### config.mk
export PLATFORM = sky130hd
export DESIGN_NAME = laps_rx_decap
export DESIGN_NICKNAME = d
export VERILOG_FILES = /design/src/rtl/laps_rx_pkg.sv /design/src/rtl/laps_descrambler.sv /design/src/rtl/laps_crc32.sv /design/src/rtl/laps_hold_pipe.sv /design/src/rtl/laps_rx_decap.sv
export SDC_FILE = /design/constraint.sdc
export NUM_CORES = 1
export LEC_CHECK = 0
export BUFFER_PORTS_ARGS = -buffer_cell sky130_fd_sc_hd__clkbuf_2
export CAP_MARGIN = 20
export CORE_ASPECT_RATIO = 0.6
export CORE_MARGIN = 4
export CORE_UTILIZATION = 40
export DETAILED_ROUTE_END_ITERATION = 10
export PLACE_DENSITY_LB_ADDON = 0.3
export SLEW_MARGIN = 25
export SYNTH_ARGS = -nofsm -noshare
export SYNTH_HDL_FRONTEND = slang
export SYNTH_SLANG_ARGS = --single-unit
### constraint.sdc
create_clock -name clk -period 2.55 [get_ports clk]
set_input_delay 0.1275 -clock clk [delete_from_list [all_inputs] [get_ports clk]]
set_output_delay 0.1275 -clock clk [all_outputs]
set_load 0.01 [all_outputs]
### src/rtl/laps_rx_pkg.sv
package laps_rx_pkg;

    typedef enum logic [1:0] {
        ST_HUNT,
        ST_FRAME,
        ST_ESC,
        ST_DROP
    } rx_state_e;

    localparam logic [7:0]  FLAG_OCT    = 8'h7E;
    localparam logic [7:0]  ESC_OCT     = 8'h7D;
    localparam logic [7:0]  ESC_TO_FLAG = 8'h5E;
    localparam logic [7:0]  ESC_TO_ESC  = 8'h5D;
    localparam logic [7:0]  FILL_OCT    = 8'hDD;
    localparam logic [31:0] CRC_POLY_R  = 32'hEDB88320;
    localparam logic [31:0] CRC_RESIDUE = 32'hDEBB20E3;

    // One octet of reflected CRC-32, least significant bit first.
    function automatic logic [31:0] crc32_step(input logic [31:0] c, input logic [7:0] d);
        logic [31:0] r;
        r = c;
        for (int i = 0; i < 8; i++) begin
            if (r[0] ^ d[i]) r = (r >> 1) ^ CRC_POLY_R;
            else             r = r >> 1;
        end
        return r;
    endfunction

endpackage

### src/rtl/laps_descrambler.sv
module laps_descrambler #(
    parameter int TAP = 43
) (
    input  logic       clk,
    input  logic       rst_n,
    input  logic       in_valid,
    input  logic [7:0] in_byte,
    output logic       out_valid,
    output logic [7:0] out_byte
);
    logic [TAP-1:0] hist_q;
    logic [TAP-1:0] hist_d;
    logic [7:0]     plain;

    always_comb begin
        hist_d = hist_q;
        plain  = '0;
        for (int i = 7; i >= 0; i--) begin
            plain[i] = in_byte[i] ^ hist_d[TAP-1];
            hist_d   = {hist_d[TAP-2:0], in_byte[i]};
        end
    end

    always_ff @(posedge clk) begin
        if (!rst_n) begin
            hist_q    <= '0;
            out_valid <= 1'b0;
            out_byte  <= '0;
        end else begin
            out_valid <= in_valid;
            if (in_valid) begin
                hist_q   <= hist_d;
                out_byte <= plain;
            end
        end
    end
endmodule

### src/rtl/laps_crc32.sv
module laps_crc32 import laps_rx_pkg::*; (
    input  logic        clk,
    input  logic        rst_n,
    input  logic        init,
    input  logic        en,
    input  logic [7:0]  din,
    output logic [31:0] crc
);
    always_ff @(posedge clk) begin
        if (!rst_n)    crc <= '1;
        else if (init) crc <= '1;
        else if (en)   crc <= crc32_step(crc, din);
    end
endmodule

### src/rtl/laps_hold_pipe.sv
module laps_hold_pipe #(
    parameter int DEPTH = 5,
    parameter int W     = 8
) (
    input  logic         clk,
    input  logic         rst_n,
    input  logic         push,
    input  logic [W-1:0] din,
    output logic [W-1:0] tail
);
    logic [DEPTH-1:0][W-1:0] stg_q;
    logic [DEPTH-1:0][W-1:0] stg_d;

    for (genvar g = 0; g < DEPTH; g++) begin : g_stage
        if (g == 0) begin : g_head
            assign stg_d[g] = din;
        end else begin : g_body
            assign stg_d[g] = stg_q[g-1];
        end
    end

    always_ff @(posedge clk) begin
        if (!rst_n)    stg_q <= '0;
        else if (push) stg_q <= stg_d;
    end

    assign tail = stg_q[DEPTH-1];
endmodule

### src/rtl/laps_rx_decap.sv
module laps_rx_decap import laps_rx_pkg::*; #(
    parameter int SCR_TAP = 43,
    parameter int MIN_MAC = 64,
    parameter int CNT_W   = 16,
    parameter int LEN_W   = 16
) (
    input  logic             clk,
    input  logic             rst_n,
    input  logic             in_valid,
    input  logic [7:0]       in_byte,
    input  logic [7:0]       cfg_addr,
    input  logic [7:0]       cfg_ctrl,
    input  logic [7:0]       cfg_sapi_hi,
    input  logic [7:0]       cfg_sapi_lo,
    output logic             out_valid,
    output logic [7:0]       out_data,
    output logic             out_sop,
    output logic             out_eop,
    output logic             out_err,
    output logic [CNT_W-1:0] cnt_abort,
    output logic [CNT_W-1:0] cnt_bad
);
    localparam int HDR_LEN    = 4;
    localparam int FCS_LEN    = 4;
    localparam int HOLD_DEPTH = FCS_LEN + 1;
    localparam logic [LEN_W-1:0] HDR_END   = LEN_W'(HDR_LEN);
    localparam logic [LEN_W-1:0] FIRST_OUT = LEN_W'(HDR_LEN + HOLD_DEPTH);
    localparam logic [LEN_W-1:0] MIN_OCT   = LEN_W'(HDR_LEN + MIN_MAC + FCS_LEN);

    logic        d_valid;
    logic [7:0]  d_byte;
    logic [31:0] crc;
    logic [7:0]  hold_tail;

    rx_state_e        state_q, state_d;
    logic [LEN_W-1:0] oct_cnt_q;
    logic             hdr_bad_q;

    logic       acc, do_start, do_close, do_abort;
    logic [7:0] acc_byte;
    logic [7:0] hdr_exp;
    logic       is_flag, is_esc, is_short, crc_bad, has_out;
    logic       o_valid_d, o_sop_d, o_eop_d, o_err_d;
    logic       inc_abort, inc_bad;

    laps_descrambler #(.TAP(SCR_TAP)) descr_i (
        .clk(clk), .rst_n(rst_n), .in_valid(in_valid), .in_byte(in_byte),
        .out_valid(d_valid), .out_byte(d_byte)
    );

    laps_crc32 crc_i (
        .clk(clk), .rst_n(rst_n), .init(do_start), .en(acc),
        .din(acc_byte), .crc(crc)
    );

    laps_hold_pipe #(.DEPTH(HOLD_DEPTH), .W(8)) hold_i (
        .clk(clk), .rst_n(rst_n), .push(acc && (oct_cnt_q >= HDR_END)),
        .din(acc_byte), .tail(hold_tail)
    );

    assign is_flag  = (d_byte == FLAG_OCT);
    assign is_esc   = (d_byte == ESC_OCT);
    assign is_short = (oct_cnt_q < MIN_OCT);
    assign crc_bad  = (crc != CRC_RESIDUE);
    assign has_out  = (oct_cnt_q >= FIRST_OUT);

    // Next-state and frame-event decode.
    always_comb begin
        state_d  = state_q;
        acc      = 1'b0;
        acc_byte = d_byte;
        do_start = 1'b0;
        do_close = 1'b0;
        do_abort = 1'b0;
        if (d_valid) begin
            unique case (state_q)
                ST_HUNT: begin
                    if (is_flag) begin
                        do_start = 1'b1;
                        state_d  = ST_FRAME;
                    end
                end
                ST_FRAME: begin
                    if (is_flag) begin
                        do_close = (oct_cnt_q != '0);
                        do_start = 1'b1;
                    end else if (is_esc) begin
                        state_d = ST_ESC;
                    end else begin
                        acc = 1'b1;
                    end
                end
                ST_ESC: begin
                    state_d = ST_FRAME;
                    if (d_byte == ESC_TO_FLAG) begin
                        acc      = 1'b1;
                        acc_byte = FLAG_OCT;
                    end else if (d_byte == ESC_TO_ESC) begin
                        acc      = 1'b1;
                        acc_byte = ESC_OCT;
                    end else if (d_byte == FILL_OCT) begin
                        acc = 1'b0;
                    end else if (is_flag) begin
                        do_abort = 1'b1;
                        do_start = 1'b1;
                    end else begin
                        do_abort = 1'b1;
                        state_d  = ST_DROP;
                    end
                end
                ST_DROP: begin
                    if (is_flag) begin
                        do_start = 1'b1;
                        state_d  = ST_FRAME;
                    end
                end
                default: state_d = ST_HUNT;
            endcase
        end
    end

    always_comb begin
        unique case (oct_cnt_q[1:0])
            2'd0:    hdr_exp = cfg_addr;
            2'd1:    hdr_exp = cfg_ctrl;
            2'd2:    hdr_exp = cfg_sapi_hi;
            default: hdr_exp = cfg_sapi_lo;
        endcase
    end

    // Output and counter decisions.
    always_comb begin
        o_valid_d = 1'b0;
        o_sop_d   = 1'b0;
        o_eop_d   = 1'b0;
        o_err_d   = 1'b0;
        inc_abort = 1'b0;
        inc_bad   = 1'b0;
        if (acc && has_out) begin
            o_valid_d = 1'b1;
            o_sop_d   = (oct_cnt_q == FIRST_OUT);
        end
        if ((do_close || do_abort) && has_out) begin
            o_valid_d = 1'b1;
            o_sop_d   = (oct_cnt_q == FIRST_OUT);
            o_eop_d   = 1'b1;
            o_err_d   = do_abort | is_short | hdr_bad_q | crc_bad;
        end
        if (do_abort) begin
            inc_abort = 1'b1;
        end else if (do_close) begin
            inc_abort = is_short;
            inc_bad   = !is_short && (hdr_bad_q || crc_bad);
        end
    end

    // State register.
    always_ff @(posedge clk) begin
        if (!rst_n) state_q <= ST_HUNT;
        else        state_q <= state_d;
    end

    // Frame bookkeeping.
    always_ff @(posedge clk) begin
        if (!rst_n) begin
            oct_cnt_q <= '0;
            hdr_bad_q <= 1'b0;
        end else if (do_start) begin
            oct_cnt_q <= '0;
            hdr_bad_q <= 1'b0;
        end else if (acc) begin
            if (oct_cnt_q != '1) oct_cnt_q <= oct_cnt_q + 1'b1;
            if ((oct_cnt_q < HDR_END) && (acc_byte != hdr_exp)) hdr_bad_q <= 1'b1;
        end
    end

    // Registered outputs.
    always_ff @(posedge clk) begin
        if (!rst_n) begin
            out_valid <= 1'b0;
            out_data  <= '0;
            out_sop   <= 1'b0;
            out_eop   <= 1'b0;
            out_err   <= 1'b0;
            cnt_abort <= '0;
            cnt_bad   <= '0;
        end else begin
            out_valid <= o_valid_d;
            out_data  <= hold_tail;
            out_sop   <= o_sop_d;
            out_eop   <= o_eop_d;
            out_err   <= o_err_d;
            if (inc_abort && (cnt_abort != '1)) cnt_abort <= cnt_abort + 1'b1;
            if (inc_bad && (cnt_bad != '1))     cnt_bad   <= cnt_bad + 1'b1;
        end
    end
endmodule

## After elaboration in Yosys (flattened, before gate mapping)

Index checks and enable logic that the tools add are counted.
W data, S select, Z words.

- Bits in registers: 187
- Logic and storage cells: 164
- Input port bits: 43

- Bitwise logic cells: 28
- Add/subtract/negate cells: 3
- Equal/unequal tests: 19
- $lt $le $gt $ge: 4
- Reductions and logical operators: 20
- Mux-type cells: 71

Operators by type and width:

| operator | number |
|---|---|
| $mux W32 | 29 |
| $not A13 Y14 | 8 |
| $add A16 B1 Y16 const B | 3 |
| $ne A16 B16 Y1 const B | 3 |
| $eq A8 B7 Y1 const B | 4 |
| $mux W8 | 4 |
| $ne A32 B32 Y1 const B | 1 |
| $mux W1 | 27 |
| $pmux W8 S3 | 1 |
| $eq A16 B4 Y1 const B | 1 |
| $ge A16 B3 Y1 const B | 1 |
| $ge A16 B4 Y1 const B | 1 |
| $lt A16 B3 Y1 const B | 1 |
| $lt A16 B7 Y1 const B | 1 |
| $reduce_bool A16 Y1 | 1 |
| $xor A1 B1 Y1 | 16 |
| $mux W2 | 7 |
| $eq A8 B8 Y1 const B | 1 |
| $ne A8 B8 Y1 | 1 |
| $logic_and A1 B1 Y1 | 7 |
| $eq A2 B2 Y1 const B | 3 |
| $pmux W2 S3 | 1 |
| $reduce_and A2 Y1 | 3 |
| $eq A2 B1 Y1 const B | 2 |
| other kinds (11) | 18 |

## Longest topological paths before layout

- Depth in word-level cells: 42
- Mapped depth: 9
- Depth with buffers taken out: 8

## Hierarchy

A second synthesis with hierarchy kept.

- Cell total of the unflattened synthesis: 936
- Area, all modules: 8,922.3 um^2

Modules (own cells, without submodules):

| module | area each (um^2) | cells each | times used |
|---|---|---|---|
| laps_rx_decap | 3,570.9 | 439 | 1 |
| laps_descrambler | 2,006.9 | 175 | 1 |
| laps_crc32 | 1,786.7 | 193 | 1 |
| laps_hold_pipe | 1,557.7 | 129 | 1 |

## Worst setup path before layout

No wires, ideal clock.

- Path type: register -> register
- Start: register descr_i.out_byte[0]
- End: register crc_i.crc[24]
- Slack: 0.240 ns
- Arrival time: 2.173 ns
- Setup time: 0.137 ns
- Clock period less this slack: 2.310 ns
- Cell stages (with the launch flop): 8
- Path buffers: 1
- Path through: dfxtp_1 -> buf_4 -> xnor2_1 -> o41a_4 -> xnor2_4 -> xnor3_2 -> xor2_1 -> o211ai_2

- Longest elaborated chain between the ends: 40
- Elaborated cells on any way between the ends: 62
- Those cells by class: eq/ne (5); mux (45); bitwise (11); reduce/logical (1)

RTL lines:

| element | line | RTL |
|---|---|---|
| start: declaration | laps_descrambler.sv:9 | `output logic [7:0] out_byte` |
| start signal: assignment | laps_descrambler.sv:33 | `out_byte <= plain;` |
| $eq A8 B7 Y1 | laps_rx_decap.sv:98 | `end else if (d_byte == ESC_TO_ESC) begin` |
| $mux W8 | laps_rx_decap.sv:98 |  |
| $mux W8 | laps_rx_decap.sv:95 | `if (d_byte == ESC_TO_FLAG) begin` |
| $mux W8 | laps_rx_decap.sv:76 | `unique case (state_q)` |
| $mux W8 | laps_rx_decap.sv:75 | `if (d_valid) begin` |
| $xor A1 B1 Y1 | laps_rx_pkg.sv:23 | `if (r[0] ^ d[i]) r = (r >> 1) ^ CRC_POLY_R;` |
| $mux W32 | laps_rx_pkg.sv:23 |  |
| $mux W32 | laps_crc32.sv:12 | `else if (en) crc <= crc32_step(crc, din);` |
| (+24 left out) | - |  |
| $mux W32 | laps_crc32.sv:11 | `else if (init) crc <= '1;` |
| $mux W32 | laps_crc32.sv:10 | `if (!rst_n) crc <= '1;` |
| $mux W32 | laps_rx_pkg.sv:23 |  |
| $mux W32 | laps_crc32.sv:12 |  |
| $mux W32 | laps_crc32.sv:11 |  |
| $mux W32 | laps_crc32.sv:10 |  |
| $not A13 Y14 (no line) | - |  |
| $mux W32 | laps_rx_pkg.sv:23 |  |
| end signal: assignment | laps_crc32.sv:12 |  |
| end: declaration | laps_crc32.sv:7 | `output logic [31:0] crc` |

Parallel ways exist; a longest one is shown, timed or not. The select of a mux whose other input is x is not followed.
A chain may end at the register's enable or synchronous reset.

## Worst setup path after layout

- Start: register descr_i.out_byte[0]
- End: register cnt_bad[10]

- Longest elaborated chain between the ends: 8
- Elaborated cells on any way between the ends: 15
- Those cells by class: eq/ne (4); mux (10); reduce/logical (1)

RTL lines:

| element | line | RTL |
|---|---|---|
| $eq A8 B8 Y1 | laps_rx_decap.sv:101 | `end else if (d_byte == FILL_OCT) begin` |
| $mux W1 | laps_rx_decap.sv:101 |  |
| $mux W1 | laps_rx_decap.sv:98 |  |
| $mux W1 | laps_rx_decap.sv:95 |  |
| $mux W1 | laps_rx_decap.sv:76 |  |
| $mux W1 | laps_rx_decap.sv:75 |  |
| $mux W1 (*) | laps_rx_decap.sv:149 | `if (do_abort) begin` |
| $logic_and A1 B1 Y1 (*) | laps_rx_decap.sv:194 | `if (inc_bad && (cnt_bad != '1)) cnt_bad <= cnt_bad + 1'b1;` |
| end signal: assignment | laps_rx_decap.sv:194 |  |
| end: declaration | laps_rx_decap.sv:21 | `output logic [CNT_W-1:0] cnt_bad` |

Mark *: on every way between the ends. The rest lies on a longest branch, timed or not.

==> metrics.yaml <==
status:
  outcome: "complete, no violations"
synthesis:
  synth_seq_area_share_pct: 44.30
  ys_seq_elements: 187
  ys.flop_type: "dfxtp_1"
  netlist.area_leader.share_pct: 44.30
  postSynth.asyncResetShare_pct: 0
  synth_most_common_cell: "dfxtp_1"
  syn_inst: 962
  synth_common_cells: "dfxtp_1 (187), nand2_1 (140), nor2_1 (88)"
  synth.distinct_cells: 61
  yosys-top-cells-area: "dfxtp_1 (44%), xnor2_1 (6.4%), nand2_1 (6.2%)"
  syn_nets: 1014
  synth_warnings: 0
  synth_area_um2: 8451
  synth_edf_count: 0
  syn_avg_cell_area_um2: 8.784
  yosys.area.top_type: "dfxtp_1"
clocking:
  numCtsBuffers: 17
  htreeDepth: 4
  insertion_delay_ns: 0.43
  clock-sinks: 187
  clk_path_buf_depth: 2
  tritoncts: "done"
  path_clk_slew_ns: 0.07
  cts_root_buffer: "clkbuf_16"
final_layout:
  syn_to_final_growth_pct: 19.32
  final_nets: 1115
  fin_cells: 1347
  final_layout_size_suffix_gt1_share_pct: 17.04
  diodes: 0
  stdcell_area_um2: 10080
power:
  finalPower_mw: 6.153
  clockPowerShare_pct: 42.9
  ir_drop_uv: 510.9
  p_leak_nw: 4.061
  power_frac_seq_pct: 48.1
  comb_power_share_pct: 9.0
  switching_share_pct: 23.95
  p_switching_mw: 1.473
  power_density_nw_per_um2: 610.2
  p_int_mw: 4.680
detailed_routing:
  drc: 0
  vias_per_cell: 5.197
  vias: 7001
  wl_um: 20630
  drtAntennaViolNets: 0
  detail_route.wl_per_cell_um: 15.32
  drt_iter0_drc: 650
  dr.pass1.iters: 5
floorplanning:
  core_area_um2: 20370
  initial_core_util_pct: 41.49
  die_w_um: 195.6
  io_pins: 87
  die_area_um2: 23590
  rows: 40
  die_h_um: 120.6
grt:
  grt_pass1_wl_um: 33840
  gr-total-overflow: 0
  antenna_found_initial: 0
  grt_max_degree: 122
  grtUsageTotal_pct: 17.42
  grt_pass1_vias: 6411
worst_setup_path:
  worst_ep_arrival_time_ns: 2.75
  cp-start-kind: "register"
  cp-end-kind: "register"
  cp_max_fo: 9
  crit_required_ns: 2.90
  worst-setup-path-type: "register to register"
placed_design:
  port_buffers: 86
  dp.cells: 1307
  gp_congestion: 0.8990
  hpwl_um: 14520
  placed_area_um2: 9402
timing:
  worst_pin_slew_ns: 0.8083
  max-slew-margin-rel_pct: 45.73
  hold_violations: 0
  tns_ns: 0
  slew_viol_final: 0
  setup_violations: 0
  fin_skew_ns: 0.01266
  fin_crit_ns: 2.404
  rsz0062_at_grt: "no"
  clock.fmax_ghz: 0.4160
  timing.hold.ws_ns: 0.01788
  finalCritPeriodShare_pct: 94.26
flow_run:
  max-cap-violations: 0
hold_path:
  hold_path_class: "input pin to register"
-- path summary, 6_finish.rpt --
path | start | end | slack (ns) | cells after the start
worst max-delay path | descr_i.out_byte[0] | cnt_bad[10] | 0.15 | 7
worst min-delay path | in_byte[7] | descr_i.hist_q[7] | 0.02 | 3
worst max register to register | descr_i.out_byte[0] | cnt_bad[10] | 0.15 | 7
worst min register to register | hold_i.tail[7] | hold_i.tail[7] | 0.45 | 2
-- registers in the layout, summed over array words and instances (netlist names) --
register,flops
out_sop,1
crc_i.crc,32
hold_i.tail,8
state_q,2
cnt_abort,16
out_data,8
descr_i.out_valid,1
hold_i.stg_d,32
cnt_bad,16
hdr_bad_q,1
oct_cnt_q,16
out_eop,1
out_valid,1
descr_i.hist_q,43
descr_i.out_byte,8
out_err,1
-- cell usage in the layout (no fill, tap or decap), types with 4 or more instances in the layout --
cell and instances:
a21oi_1 81, dlygate4sd3_1 7, a211oi_1 11, a31oi_1 6
or4_1 9, o211ai_1 16, xnor2_1 62, inv_6 5
and2_1 14, nand4_1 18, o31ai_1 9, buf_4 43
and4_1 4, nor2_1 88, a222oi_1 8, nor3_1 6
dfxtp_1 187, nor2b_1 5, or3_1 21, nand3_1 28
clkbuf_2 85, nand2_1 140, nand2b_1 5, ha_1 9
buf_12 4, inv_1 12, and3_1 8, o21ai_0 27
nor4_1 8, mux2i_1 47, xor2_1 34, clkbuf_16 17
-- worst max-delay path, cell delays in order (launching register included) --
cell,delay (ns)
dfxtp_1,0.31
or3b_2,0.48
a211oi_1,0.43
o22a_2,0.27
nand4b_4,0.15
buf_4,0.19
or3_1,0.34
a21oi_1,0.17
-- through the flow --
| stage | utilization [%] | setup WS [ns] |
|---|---|---|
| after CTS | 49.33 | 0.1535 |
| after global placement | 46.15 | 0.2064 |
| final | 49.50 | 0.1463 |
| after global routing | 49.50 | 0.01500 |
| after detailed placement | 46.15 | 0.1709 |
| after floorplan | - | 0.2396 |
-- logic make-up (layout without fill, tap and decap cells) --
group           after synthesis  after routing  share of synthesized area, %
buf+inv                      71            183                         3.361
simple gates                373            373                         21.38
fa+ha+maj                     9              9                         1.333
flops                       187            187                         44.30
xor+xnor                    101            101                         11.34
mux                          47             47                         5.567
compound gates              174            174                         12.72
-- power by group through the flow --
stage	logic, mW	clock network (mW)	registers, mW
2_1_floorplan	0.376	0	3.02
3_3_place_gp	0.539	0	3.03
3_5_place_dp	0.536	0	3.03
4_1_cts	0.550	2.70	2.96
5_1_grt	0.600	2.83	2.96
6_report	0.556	2.64	2.96
-- per-layer routing --
layer / share of wire (%) / vias up / wire [µm] / global-route usage (%)
met4: 1.2 / 0 / 248 / 4.185
met5: 0 / - / 0 / 0
met1: 52 / 3241 / 10820 / 27.58
li1: - / 3545 / - / -
met3: 7.1 / 20 / 1466 / 4.511
met2: 39 / 195 / 8097 / 23.04
-- cell type report --
class / count / area, µm²
multi-input combinational: 704 / 4468
timing repair buffer: 140 / 903.4
inverter: 13 / 50.05
sequential: 187 / 3744
clock buffer: 19 / 442.9
clock inverter: 11 / 133.9
fill: 1916 / 10290
tap: 273 / 341.6
-- repair_timing --
| item | 4_1_cts | 5_1_grt |
|---|---|---|
| gates resized for setup | 0 | 2 |
| setup endpoints to repair | 0 | 6 |
| hold buffers | 7 | 0 |
| buffers inserted | 0 | 3 |
| endpoints found under the hold margin | 7 | 0 |
Note: power is estimated with default switching activity, not from simulation.
